## src/rtl/netctl_pkg.sv

```systemverilog
// Shared bit positions and the decoded command type for the command/interrupt
// register. Bit positions are fixed because software and neighbours decode them.
package netctl_pkg;
    localparam int CSR_W     = 16;
    localparam int B_TXINT   = 9;
    localparam int B_IDON    = 8;
    localparam int B_SUM     = 7;
    localparam int B_IEN     = 6;
    localparam int B_RXON    = 5;
    localparam int B_TXON    = 4;
    localparam int B_TDMD    = 3;
    localparam int B_STOP    = 2;
    localparam int B_START   = 1;
    localparam int B_INIT    = 0;

    typedef struct packed {
        logic stop;
        logic start;
        logic init;
    } cmd_t;
endpackage

```

## src/rtl/netctl_cmd_seq.sv

```systemverilog
// Command sequencer: tracks stop, start-accepted, init-in-progress, a pending
// start waiting on init, and the receive/transmit enables.
// Assumes cmd.start and cmd.init are already suppressed when cmd.stop is set.
module netctl_cmd_seq
    import netctl_pkg::*;
(
    input  logic clk,
    input  logic rst_n,
    input  logic soft_rst,
    input  cmd_t cmd,
    input  logic init_done_ev,
    input  logic cfg_rx_dis,
    input  logic cfg_tx_dis,
    output logic stop,
    output logic started,
    output logic start_pend,
    output logic init_busy,
    output logic rxon,
    output logic txon,
    output logic init_fin,
    output logic flush
);
    logic go;
    logic pend_set;

    // Decode the cycle's control events.
    always_comb begin
        flush    = soft_rst | cmd.stop;
        init_fin = init_busy & init_done_ev & ~cmd.init;
        pend_set = cmd.start & (cmd.init | (init_busy & ~init_done_ev));
        go       = (cmd.start & ~pend_set) | (init_fin & start_pend);
    end

    // Sequencer state update; stop and resets dominate everything.
    always_ff @(posedge clk) begin
        if (!rst_n || flush) begin
            stop       <= 1'b1;
            started    <= 1'b0;
            start_pend <= 1'b0;
            init_busy  <= 1'b0;
            rxon       <= 1'b0;
            txon       <= 1'b0;
        end else begin
            if (cmd.start || cmd.init) stop <= 1'b0;
            if (cmd.init)      init_busy <= 1'b1;
            else if (init_fin) init_busy <= 1'b0;
            if (pend_set)      start_pend <= 1'b1;
            else if (init_fin) start_pend <= 1'b0;
            if (go) begin
                started <= 1'b1;
                rxon    <= ~cfg_rx_dis;
                txon    <= ~cfg_tx_dis;
            end
        end
    end
endmodule

```

## src/rtl/netctl_int_agg.sv

```systemverilog
// Interrupt aggregation: write-one-to-clear cause bits, global enable,
// combinational summary flag and the registered active-low interrupt line.
// Assumes flush carries soft reset and stop; the line itself resets only on rst_n.
module netctl_int_agg
    import netctl_pkg::*;
#(
    parameter int N_EXT = 4
) (
    input  logic             clk,
    input  logic             rst_n,
    input  logic             flush,
    input  logic             wr_en,
    input  logic [CSR_W-1:0] wr_data,
    input  logic             ev_tx_done,
    input  logic             ev_tx_ok,
    input  logic             cfg_tx_quiet,
    input  logic             init_fin,
    input  logic             stop,
    input  logic [CSR_W-1:0] int_mask,
    input  logic [N_EXT-1:0] ext_cause,
    input  logic             sys_cause,
    output logic             txint,
    output logic             idon,
    output logic             ien,
    output logic             summary,
    output logic             irq_n
);
    logic txint_set, txint_clr, idon_clr;

    // Set and clear terms for the two local causes.
    always_comb begin
        txint_set = ev_tx_done & ~stop & ~(cfg_tx_quiet & ev_tx_ok);
        txint_clr = wr_en & wr_data[B_TXINT];
        idon_clr  = wr_en & wr_data[B_IDON];
        summary   = (txint & ~int_mask[B_TXINT]) | (idon & ~int_mask[B_IDON])
                  | (|ext_cause) | sys_cause;
    end

    // Cause and enable bits; a hardware set beats a same-cycle clear.
    always_ff @(posedge clk) begin
        if (!rst_n || flush) begin
            txint <= 1'b0;
            idon  <= 1'b0;
            ien   <= 1'b0;
        end else begin
            txint <= txint_set | (txint & ~txint_clr);
            idon  <= init_fin  | (idon  & ~idon_clr);
            if (wr_en) ien <= wr_data[B_IEN];
        end
    end

    // Interrupt line: gated by the enable, except for the bypass source.
    always_ff @(posedge clk) begin
        if (!rst_n) irq_n <= 1'b1;
        else        irq_n <= ~((ien & summary) | sys_cause);
    end
endmodule

```

## src/rtl/netctl_tx_demand.sv

```systemverilog
// Transmit-demand handshake: the host requests a poll, the buffer manager
// acknowledges it. A request without the transmitter on is dropped.
module netctl_tx_demand (
    input  logic clk,
    input  logic rst_n,
    input  logic flush,
    input  logic set_req,
    input  logic txon,
    input  logic poll_ack,
    output logic tdmd
);
    // Demand flag; a new request in the acknowledge cycle keeps it set.
    always_ff @(posedge clk) begin
        if (!rst_n || flush) tdmd <= 1'b0;
        else                 tdmd <= txon & (set_req | (tdmd & ~poll_ack));
    end
endmodule

```

## src/rtl/netctl_csr.sv

```systemverilog
// Top of the command/interrupt register: decodes host writes into commands,
// wires the sequencer, interrupt aggregator and demand handshake, and
// assembles the read word. Reads are combinational and have no side effects.
module netctl_csr
    import netctl_pkg::*;
#(
    parameter int N_EXT = 4
) (
    input  logic             clk,
    input  logic             rst_n,
    input  logic             soft_rst,
    input  logic             wr_en,
    input  logic [CSR_W-1:0] wr_data,
    output logic [CSR_W-1:0] rd_data,
    input  logic [CSR_W-1:0] int_mask,
    input  logic             cfg_tx_quiet,
    input  logic             cfg_rx_dis,
    input  logic             cfg_tx_dis,
    input  logic             ev_tx_done,
    input  logic             ev_tx_ok,
    input  logic             ev_init_done,
    input  logic [N_EXT-1:0] ext_cause,
    input  logic             sys_cause,
    output logic             init_busy,
    output logic             poll_req,
    input  logic             poll_ack,
    output logic             irq_n
);
    localparam int PAD_W = CSR_W - B_TXINT - 1;

    cmd_t cmd;
    logic stop, started, start_pend, rxon, txon, init_fin, flush;
    logic txint, idon, ien, summary, tdmd;

    // Command decode; stop overrides start and init in the same write.
    always_comb begin
        cmd.stop  = wr_en & wr_data[B_STOP];
        cmd.start = wr_en & wr_data[B_START] & ~wr_data[B_STOP];
        cmd.init  = wr_en & wr_data[B_INIT]  & ~wr_data[B_STOP];
    end

    netctl_cmd_seq u_seq (
        .clk(clk), .rst_n(rst_n), .soft_rst(soft_rst), .cmd(cmd),
        .init_done_ev(ev_init_done), .cfg_rx_dis(cfg_rx_dis),
        .cfg_tx_dis(cfg_tx_dis), .stop(stop), .started(started),
        .start_pend(start_pend), .init_busy(init_busy), .rxon(rxon),
        .txon(txon), .init_fin(init_fin), .flush(flush)
    );

    netctl_int_agg #(.N_EXT(N_EXT)) u_agg (
        .clk(clk), .rst_n(rst_n), .flush(flush), .wr_en(wr_en),
        .wr_data(wr_data), .ev_tx_done(ev_tx_done), .ev_tx_ok(ev_tx_ok),
        .cfg_tx_quiet(cfg_tx_quiet), .init_fin(init_fin), .stop(stop),
        .int_mask(int_mask), .ext_cause(ext_cause), .sys_cause(sys_cause),
        .txint(txint), .idon(idon), .ien(ien), .summary(summary),
        .irq_n(irq_n)
    );

    netctl_tx_demand u_dmd (
        .clk(clk), .rst_n(rst_n), .flush(flush),
        .set_req(wr_en & wr_data[B_TDMD]), .txon(txon),
        .poll_ack(poll_ack), .tdmd(tdmd)
    );

    // Read word assembly and the poll request.
    always_comb begin
        poll_req = tdmd;
        rd_data  = {{PAD_W{1'b0}}, txint, idon, summary, ien, rxon, txon,
                    tdmd, stop, started | start_pend, init_busy};
    end
endmodule

```

## config.mk

```make
export PLATFORM = sky130hd
export DESIGN_NAME = netctl_csr
export DESIGN_NICKNAME = d
export VERILOG_FILES = /design/src/rtl/netctl_pkg.sv /design/src/rtl/netctl_cmd_seq.sv /design/src/rtl/netctl_int_agg.sv /design/src/rtl/netctl_tx_demand.sv /design/src/rtl/netctl_csr.sv
export SDC_FILE = /design/constraint.sdc
export NUM_CORES = 1
export LEC_CHECK = 0
export CAP_MARGIN = 15
export CORE_UTILIZATION = 31
export DETAILED_ROUTE_END_ITERATION = 8
export PLACE_DENSITY = 0.85
export SETUP_SLACK_MARGIN = 0.1
export SLEW_MARGIN = 20
export SYNTH_ARGS = -nofsm -noshare
export SYNTH_HDL_FRONTEND = slang
export SYNTH_SLANG_ARGS = --single-unit
```

## constraint.sdc

```tcl
create_clock -name clk -period 2.5 [get_ports clk]
set_input_delay 0.5 -clock clk [delete_from_list [all_inputs] [get_ports clk]]
set_output_delay 0.5 -clock clk [all_outputs]
set_load 0.01 [all_outputs]
```

# Word-level counts from Yosys, hierarchy flattened
# Cells that the tools add are included.
dict set report word_totals {
  input_bits 48
  output_inout_bits 19
  ff_bits 11
}
dict set report classes {
  bitwise 49
  muxes 3
  reduce_logical 6
}
# op n
set op_table {}
lappend op_table {{AND 1 bit} 24}
lappend op_table {{NOT 1 bit} 14}
lappend op_table {{OR 1 bit} 11}
lappend op_table {{nonzero test 2 bit} 2}
lappend op_table {{OR reduction 4 bit} 1}
lappend op_table {{2-to-1 mux 1 bit} 3}
lappend op_table {{logical OR 1 bit} 2}
lappend op_table {{logical NOT 1 bit} 1}

# Longest topological paths before layout
dict set report logic_depth {
  word_depth 8
  mapped_depth 4
  mapped_depth_nobuf 3
}

# Cells and area by module
# From an unflattened synthesis, not the netlist that was laid out.
dict set report unflattened {
  hier_cells 74
  hier_area_um2 654.4
}
# mod cells_each seq_area_each_um2 area_each_um2 n_inst
set by_module_without_submodules {}
lappend by_module_without_submodules {netctl_cmd_seq 26 120.1 270.3 1}
lappend by_module_without_submodules {netctl_int_agg 22 80.1 183.9 1}
lappend by_module_without_submodules {netctl_csr 21 0.0 153.9 1}
lappend by_module_without_submodules {netctl_tx_demand 5 20.0 46.3 1}

# Worst setup path before layout
# Ideal clock, no wire load.
dict set report synth_path {
  path_kind {input port to output port}
  from {in ext_cause[1]}
  to {out rd_data[7]}
  n_path_buf 1
  stages 3
  arrival_ns 1.083
  setup_slack_ns 0.917
  path_cell_list {nor4_1 -> nand4b_1 -> buf_4}
}
dict set report synth_between {
  elab_chain_cells 3
}
# item line
set synth_lines {}
lappend synth_lines {{start: declaration} netctl_csr.sv:22} ;# input logic [N_EXT-1:0] ext_cause,
lappend synth_lines {{OR reduction 4 bit} netctl_int_agg.sv:36} ;# | (|ext_cause) | sys_cause;
lappend synth_lines {{OR 1 bit (2 in a row)} netctl_int_agg.sv:36}
lappend synth_lines {{end: declaration} netctl_csr.sv:14} ;# output logic [CSR_W-1:0] rd_data,
# No other way between the ends.

# Final worst setup path
dict set report layout_path {
  from {in ext_cause[2]}
  to {out rd_data[7]}
}
# Same word-level chain as after synthesis.

==> impl_metrics.env <==
export IMPL_yosysWarnings=0
export IMPL_status="complete, no violations"
export IMPL_worst_setup_hold_path_clk_slew_ns=0.07
export IMPL_num_rows=16
export IMPL_grt_util_all_layers_pct=13.8
export IMPL_number_of_maximum_capacitance_constraint_violations=0
export IMPL_unrepaired_setup_endpoints_after_global_routing="false"
export IMPL_core_area_sq_mm=0.00198
export IMPL_fin_tns_setup_ns=0
export IMPL_min_tclk_post_route_ns=2.07
export IMPL_post_synth_main_area_contributors="dfxtp_1 33%, buf_4 17%, mux2i_1 4.5%"
export IMPL_ctsHtreeMaxLevel=1
export IMPL_grt_start_max_net_pins=9
export IMPL_routed_wirelength_mm=1.48
export IMPL_cellInternalPower_uw=288
export IMPL_setup_viol=0
export IMPL_layout_cell_area_non_filler_sq_um=997
export IMPL_crit_required_ns=2.00
export IMPL_power_ir_vdd_worst_mv=0.239
export IMPL_drtIter0Drc=5
export IMPL_synth_cells_most_frequent="15 x buf_4, 11 x dfxtp_1, 5 x nand2_1"
export IMPL_switching_share_pct=24.2
export IMPL_p_comb_share_pct=20.2
export IMPL_skew_ns=0.00192
export IMPL_setup_worst_path_start_class="input pin"
export IMPL_layout_nets=152
export IMPL_syn2layout_area_growth_pct=50.4
export IMPL_timing_fmax_ghz=0.484
export IMPL_buffers_from_clock_root_to_sink_at_most=2
export IMPL_timing_critical_path_slowest_stage_cell="clkdlybuf4s50_1"
export IMPL_timing_critical_path_to_type="output port"
export IMPL_critical_path_class="input pin to output port"
export IMPL_die_width_um=48.3
export IMPL_detail_routed_net_length_per_standard_cell_um=11.4
export IMPL_grt_antenna_before_repair=0
export IMPL_synth_seq_cells=11
export IMPL_pwr_share_clk_pct=32.7
export IMPL_clk_insertion_delay_late_ns=0.27
export IMPL_final_core_utilization_pct=50.3
export IMPL_p_leak_nw=0.390
export IMPL_drt_pass1_iter_count=4
export IMPL_crit_path_max_incr_delay_ns=0.43
export IMPL_drive_gt1_share_pct=9.71
export IMPL_arrival_ns=1.57
export IMPL_number_of_enable_type_register_cells_in_the_synthesized_netlist=0
export IMPL_instance_count_of_the_mapped_netlist=73
export IMPL_fp_dieArea_sq_mm=0.00233
export IMPL_vias=585
export IMPL_number_of_buffer_and_inverter_instances_along_the_worst_setup_path=2
export IMPL_synth_cell_types=30
export IMPL_psw_uw=92.0
export IMPL_ctsRootBufferMaster="clkbuf_4"
export IMPL_drt_drc_violations_left=0
export IMPL_synth_area_leader_cell="dfxtp_1"
export IMPL_first_global_vias=518
export IMPL_synthFlopType="dfxtp_1"
export IMPL_async_reset_ff_share_pct=0
export IMPL_synth_sequential_area_ratio_pct=33.2
export IMPL_power_per_cell_area_mw_per_mm2=382
export IMPL_period_share_pct=82.7
export IMPL_hold_violations=0
export IMPL_cts_hold_repair_buffers=0
export IMPL_synthesis_area_sq_um=663
export IMPL_yosys_area_top_type_share_pct=33.2
export IMPL_yosys_cell_count_top_type="buf_4"
export IMPL_fp_dieH_um=48.3
export IMPL_insertedDiodeCount=0
export IMPL_place_area_sq_um=962
export IMPL_number_of_input_and_output_port_buffers_inserted=37
export IMPL_grt_ovfl_total=0
export IMPL_gp_congestion=0.759
export IMPL_hold_path_class="register to register"
export IMPL_grt_pass1_wl_mm=2.08
export IMPL_num_io_pins=67
export IMPL_worst_path_dominant_cell_family="buffers and inverters"
export IMPL_cts_post_setup_buffers_inserted=0
export IMPL_via_per_inst=4.50
export IMPL_cp_max_fo=2
export IMPL_seq_power_share_pct=47.1
export IMPL_floorplan_initialDensity_pct=33.5
export IMPL_timing_critical_path_cells="clkdlybuf4s50_1 -> nor4_2 -> nand4b_1 -> dlymetal6s2s_1"
export IMPL_dp_final_hpwl_mm=1.19
export IMPL_final_antenna_net_count=0
export IMPL_synthesized_area_divided_by_synthesized_cell_count_sq_um=9.08
export IMPL_final_max_slew_violation_count=0
export IMPL_cts_tree="done"
export IMPL_clock_sinks=11
export IMPL_numCtsBuffers=3
==> metal layers <==
layer / global-route usage [%] / wire length (um) / vias to the layer above
met4: 8.33 / 25 / 0
met2: 24.0 / 789 / 24
met1: 14.2 / 570 / 264
met5: 0 / 0 / -
met3: 4.44 / 95 / 4
li1: - / - / 293
==> layout make-up <==
| cell class | count | area [sq um] |
|---|---|---|
| Tap cell | 27 | 33.8 |
| Sequential cell | 11 | 220 |
| Fill cell | 184 | 985 |
| Inverter | 5 | 18.8 |
| Multi-Input combinational cell | 46 | 325 |
| Timing Repair Buffer | 37 | 373 |
| Clock buffer | 4 | 26.3 |
==> cell families after synthesis <==
kind of cell | count (synthesis) | share of synthesized area [%]
multiplexers | 3 | 4.53
AO/OA/AOI/OAI | 10 | 12.6
flip-flops | 11 | 33.2
AND/OR/NAND/NOR | 27 | 27.5
buffers and inverters | 21 | 21.5
other | 1 | 0.565
==> state kept, by name, summed over array words and instances (netlist names) <==
name              cells
u_seq.init_busy       1
u_seq.rxon            1
u_seq.stop            1
u_agg.idon            1
u_seq.started         1
u_seq.start_pend      1
u_agg.irq_n           1
u_agg.ien             1
u_seq.txon            1
u_dmd.tdmd            1
u_agg.txint           1
==> per-stage QoR <==
step                      power, mW  hold slack [ns]  instances  setup WS (ns)
after detailed placement      0.259            0.448        126          0.105
after global placement        0.258            0.442        126          0.114
after floorplan               0.219            0.431         78          0.917
after CTS                     0.388            0.461        130          0.105
final                         0.380            0.457        130          0.432
after global routing          0.395            0.485        130          0.366
==> repair_timing <==
action	CTS	global route
endpoints found under the setup margin	0	1
endpoints found under the hold margin	0	0
gates resized for setup	0	2
==> layout by cell type, fill, tap and decap left out <==
master           synthesis  final
nor2b_1                  1      1
conb_1                   1      6
o21bai_1                 1      1
a21oi_1                  2      2
nor2_1                   4      4
nand3b_1                 3      3
o32a_4                   1      1
dfxtp_1                 11     11
nor3b_1                  1      1
clkdlybuf4s50_1          0     36
nand2_2                  1      1
o21ai_0                  1      1
a31oi_1                  1      1
nand2b_1                 2      2
dlymetal6s2s_1           0      1
inv_1                    4      4
and3_1                   1      1
inv_2                    1      1
clkbuf_4                 0      3
a211oi_1                 1      1
nand3_1                  1      1
a32oi_1                  1      1
nand2_1                  5      5
and3b_2                  1      1
clkbuf_1                 0      1
mux2i_1                  3      3
nand3b_4                 1      1
a22oi_1                  1      1
nor4_2                   0      1
nand4b_1                 3      3
a31o_2                   1      1
or4b_1                   2      2
==> power by group through the flow <==
stage / registers, mW / logic, mW / clock network [mW]
after floorplan: 0.184 / 0.0355 / 0
after detailed placement: 0.184 / 0.0759 / 0
final: 0.179 / 0.0768 / 0.124
after global routing: 0.180 / 0.0840 / 0.131
after global placement: 0.183 / 0.0741 / 0
after CTS: 0.179 / 0.0761 / 0.133
==> path summary, 6_finish.rpt <==
path              endpoint             from  cells after the start  slack, ns
max             rd_data[7]     ext_cause[2]                      4       0.43
min          u_seq.started    u_seq.started                      2       0.46
max reg2reg     u_seq.txon  u_seq.init_busy                      3       1.39
min reg2reg  u_seq.started    u_seq.started                      2       0.46
==> tightest hold or removal path, cell delays in order (launching register included) <==
cell and delay (ns):
dfxtp_1 0.30, inv_1 0.06, a21oi_1 0.05
Power figures use the tool's default switching activity.
